File: config.mk
export PLATFORM = sky130hd
export DESIGN_NAME = tag_trigger_unit
export DESIGN_NICKNAME = d
export VERILOG_FILES = /design/src/rtl/tag_trigger_unit.sv
export SDC_FILE = /design/constraint.sdc
export NUM_CORES = 1
export LEC_CHECK = 0
export BUFFER_PORTS_ARGS = -buffer_cell sky130_fd_sc_hd__buf_2
export CAP_MARGIN = 0
export CORE_UTILIZATION = 35
export DETAILED_ROUTE_END_ITERATION = 10
export PLACE_DENSITY = 0.54
export SYNTH_ARGS = -nofsm -noshare
export SYNTH_HDL_FRONTEND = slang
export SYNTH_SLANG_ARGS = --single-unit
export TNS_END_PERCENT = 30
File: constraint.sdc
create_clock -name clk -period 8.4 [get_ports clk]
set_input_delay 1.68 -clock clk [delete_from_list [all_inputs] [get_ports clk]]
set_output_delay 1.68 -clock clk [all_outputs]
set_load 0.05 [all_outputs]
File: src/rtl/tag_trigger_unit.sv
module tag_trigger_unit #(
  parameter int NCMP   = 3,
  parameter int AW     = 16,
  parameter int QDEPTH = 3,
  parameter int CW     = 8
) (
  input  logic              clk,
  input  logic              rst_n,
  input  logic              arm,
  input  logic              fetch_valid,
  input  logic [AW-1:0]     fetch_addr,
  input  logic              q_shift,
  input  logic              q_flush,
  input  logic              exec_strobe,
  input  logic [NCMP-1:0]   cmp_en,
  input  logic [NCMP-1:0]   cmp_tag_mode,
  input  logic [NCMP*AW-1:0] cmp_addr,
  input  logic [9*NCMP-1:0] next_cfg,
  input  logic [CW-1:0]     trace_len,
  output logic [NCMP-1:0]   tag_hit,
  output logic [2:0]        seq_state,
  output logic              trace_active,
  output logic              brk_pulse
);
  localparam logic [2:0] ST_IDLE  = 3'd0;
  localparam logic [2:0] ST_ONE   = 3'd1;
  localparam logic [2:0] ST_FINAL = 3'd4;

  logic [NCMP-1:0] match, imm_hit, evt;
  logic [NCMP-1:0] q_tag [QDEPTH];
  logic [2:0]      nxt_sel;
  logic [CW-1:0]   lines_left;

  for (genvar c = 0; c < NCMP; c++) begin : g_cmp
    assign match[c] = cmp_en[c] && fetch_valid && q_shift && !q_flush &&
                      (fetch_addr == cmp_addr[c*AW +: AW]);
  end

  assign imm_hit      = match & ~cmp_tag_mode;
  assign tag_hit      = exec_strobe ? q_tag[QDEPTH-1] : '0;
  assign evt          = (|imm_hit) ? imm_hit : tag_hit;
  assign trace_active = (seq_state == ST_FINAL);

  always_ff @(posedge clk) begin
    if (!rst_n || q_flush) begin
      for (int k = 0; k < QDEPTH; k++) q_tag[k] <= '0;
    end else if (q_shift) begin
      q_tag[0] <= match & cmp_tag_mode;
      for (int k = 1; k < QDEPTH; k++) q_tag[k] <= q_tag[k-1];
    end
  end

  always_comb begin
    logic       found;
    logic [2:0] fld;
    int         idx;
    nxt_sel = seq_state;
    found   = 1'b0;
    fld     = '0;
    idx     = 0;
    if (seq_state >= ST_ONE && seq_state < ST_FINAL) begin
      for (int c = 0; c < NCMP; c++) begin
        idx = (int'(seq_state) - 1) * NCMP + c;
        fld = next_cfg[idx*3 +: 3];
        if (!found && evt[c] && fld != ST_IDLE && fld <= ST_FINAL) begin
          nxt_sel = fld;
          found   = 1'b1;
        end
      end
    end
  end

  always_ff @(posedge clk) begin
    if (!rst_n) begin
      seq_state  <= ST_IDLE;
      lines_left <= '0;
      brk_pulse  <= 1'b0;
    end else begin
      brk_pulse <= 1'b0;
      if (seq_state == ST_IDLE) begin
        if (arm) seq_state <= ST_ONE;
      end else if (seq_state == ST_FINAL) begin
        if (exec_strobe) begin
          if (lines_left <= CW'(1)) begin
            seq_state <= ST_IDLE;
            brk_pulse <= 1'b1;
          end else begin
            lines_left <= lines_left - CW'(1);
          end
        end
      end else if (nxt_sel != seq_state) begin
        seq_state <= nxt_sel;
        if (nxt_sel == ST_FINAL) lines_left <= trace_len;
      end
    end
  end

  assert_taghit_needs_exec_R4: assert property (@(posedge clk) disable iff (!rst_n)
    (|tag_hit) |-> exec_strobe);

  assert_flush_empties_R5: assert property (@(posedge clk) disable iff (!rst_n)
    $past(q_flush) |-> (tag_hit == '0));

  assert_state_legal_R7: assert property (@(posedge clk) disable iff (!rst_n)
    seq_state <= ST_FINAL);

  assert_idle_holds_R8: assert property (@(posedge clk) disable iff (!rst_n)
    (seq_state == ST_IDLE && !arm) |=> (seq_state == ST_IDLE));

  assert_brk_single_R9: assert property (@(posedge clk) disable iff (!rst_n)
    brk_pulse |=> !brk_pulse);

  assert_brk_after_trace_R10: assert property (@(posedge clk) disable iff (!rst_n)
    $rose(brk_pulse) |-> ($past(seq_state) == ST_FINAL && seq_state == ST_IDLE));
endmodule

==> metrics.txt <==
Slew HR 42.0%; hold path depth 2; final cell count without fillers 901; Post-CTS Hold Buffers 0; first-pass GRT wire length 26.8 mm; Setup Skew 0.00922 ns; CP Capture Type flip-flop; Port Buf Inserts 119; Max FO, Critical Path 15; CP Launch Type flip-flop; Reg2Reg Depth 26; max-cap violations 0; Yosys Warn Count 0; Yosys reg bits 21; ratio of cells with drive above 1 in the final layout 25.8%; Post-Synthesis Cell Area 0.00517 mm2; fraction of the mapped netlist area in adder cells 9.53%; most frequent cells in the layout buf_2, nand2_1, xor2_1; Avg Synthesized Cell Area 8.26 um2; die height 124 um; RePlAce Congestion 0.976; Avg WL per Cell 18.7 um; Area Overhead vs Synth 14.2%; Mapped Nets 775; Total GRT Usage 22.5%; Worst Path Required 8.57 ns; hold crit path type flip-flop to flip-flop; # H-tree levels 1; Filler cells 1468; post-route ant nets 0; post-synthesis cell type count 94; row count 44; CP arrival 7.34 ns; worst-margin pin slew 0.856 ns; CTS tree done; multiplexer share of the synthesized area 16.6%; vias in the first global route 5102; ys flop type dfxtp_1; CTS Root Buffer Type clkbuf_16; outcome finished, final reports clean; RSZ-0062 raised after global routing no; CTS Buf Count 3; drt total wl 16.9 mm; setup slack after layout 1.23 ns; CP Class flip-flop to flip-flop; max-slew violation total from the final report 0; IO Pins 120; DRT iter0 DRCs 467; final worst path period need 7.17 ns; Placed Cells 897; Final Setup Violations 0; clk_lat worst skew 0.26 ns; Initial Util 35.7%; FF-to-FF Start seq_state[0]; Post-CTS Resized 0; dpl hpwl 13.3 mm; XOR/XNOR Fraction of Synth Area 13.1%; FMAX 139 MHz; Async SR Flop Fraction 0%; R2R setup slack 1.23 ns; compound-cell area share of the yosys netlist 22.1%; Core ar. 0.0145 mm2; Post-Syn Instances 626; Hold EP lines_left[4]; n_diodes 0; total negative slack 0 ns; DRC 0; pin count of the biggest net entering global routing 73; Post-synth EDFFs 9; Die Span X 124 um; Hold Startpoint lines_left[4]; Post-Synth Simple-Gate Area 23.0%; CTS clk-pin slew, worst paths 0.07 ns; CTS sink cnt 21; fin nets 867; Setup WS pre-CTS 1.28 ns; worst r2r dst lines_left[0]; post-CTS setup buffers 0; Final Hold Fails 0; gr ovfl total 0; CTS max path bufs 2; commonest non-fill, non-tap cell in the layout buf_2; via count 5361; Tcrit/Tclk final 85.4%; DRT Pass-1 Iters 5; initial antenna violation count 0; largest family of logic cells by synthesized area simple AND/OR/NAND/NOR gates; Vias per Instance 5.95; die area 0.0153 mm2; Seq/Total Area, Yosys 9.87%
[sequential cells by signal (all words and copies together), names as in the netlist]
| register | count |
|---|---|
| seq_state | 3 |
| lines_left | 8 |
| q_tag | 9 |
| brk_pulse | 1 |
[final cells by class]
cell class	instances	area, um2	area share [%]
inverter	26	97.6	1.65
tap	184	230	3.90
timing repair buffer	122	618	10.5
multi-input combinational	544	4370	73.9
clock inverter	1	6.26	0.106
clock buffer	3	75.1	1.27
sequential	21	512	8.67
[per-stage QoR]
step                cell area (um2)  utilization, %  hold slack, ns
CTS                            5900            40.8           0.513
global route                   5900            40.8           0.534
detailed placement             5820            40.2           0.503
finish                         5900            40.8           0.508
global placement               5820            40.2           0.476
floorplan                      5170               -           0.460
[layer usage]
layer | GRT usage [%] | part of all wire, % | routed length (um)
met1 | 28.2 | 42 | 7020
met2 | 40.2 | 49 | 8220
met3 | 2.40 | 7.0 | 1180
met4 | 6.78 | 2.7 | 456
met5 | 0 | 0 | 0
[synth_stat cells (14+ instances only)]
| cell | n | area, um2 |
|---|---|---|
| and2_1 | 14 | 87.6 |
| nand2_1 | 51 | 191 |
| ha_1 | 33 | 413 |
| xnor2_1 | 21 | 184 |
| nand2b_1 | 17 | 106 |
| inv_1 | 23 | 86.3 |
| mux4_2 | 18 | 405 |
| clkbuf_1 | 14 | 52.6 |
| nand3_1 | 17 | 85.1 |
| o21ai_0 | 20 | 100 |
| nor4_1 | 14 | 87.6 |
| a21oi_1 | 36 | 180 |
| mux2i_1 | 32 | 320 |
| xor2_1 | 49 | 429 |
| nor2_1 | 27 | 101 |
| a31oi_1 | 15 | 93.8 |
[critical path, stage by stage, from the launching register on]
cell and delay (ns):
dfxtp_2 0.32, inv_1 0.45, ha_1 0.32, ha_1 0.28
inv_1 0.09, ha_1 0.23, ha_1 0.23, fa_1 0.43
xor2_1 0.31, ha_1 0.25, nand2_1 0.14, xnor2_1 0.16
ha_1 0.30, ha_1 0.35, nor2_1 0.06, a21oi_1 0.19
xnor3_2 0.55, nor4_1 0.38, nand3_1 0.31, nand2_2 0.23
xnor2_1 0.10, or4b_1 0.50, nand4_1 0.14, a21o_4 0.15
a21oi_4 0.09, nand2b_4 0.21, a2111oi_4 0.34
[cells by family (layout without fill, tap and decap cells)]
| logic type | count (synthesis) | count (layout) |
|---|---|---|
| xor+xnor | 73 | 73 |
| simple gates | 214 | 214 |
| buf+inv | 61 | 152 |
| compound gates | 158 | 158 |
| flops | 21 | 21 |
| fa+ha+maj | 37 | 37 |
| mux | 62 | 62 |
[worst max path at each step]
stage | startpoint | endpoint | slack, ns | depth (start not counted)
after floorplan | seq_state[0] | lines_left[0] | 1.07 | 32
after global placement | seq_state[2] | lines_left[0] | 1.28 | 25
after detailed placement | seq_state[0] | lines_left[0] | 1.28 | 26
after CTS | seq_state[0] | lines_left[0] | 1.22 | 26
after global routing | seq_state[0] | lines_left[0] | 0.72 | 26
final | seq_state[0] | lines_left[0] | 1.23 | 26
Power is left out: the tool's default activity adds up to more than one toggle a clock period on the data nets, which glitch-free logic cannot reach.
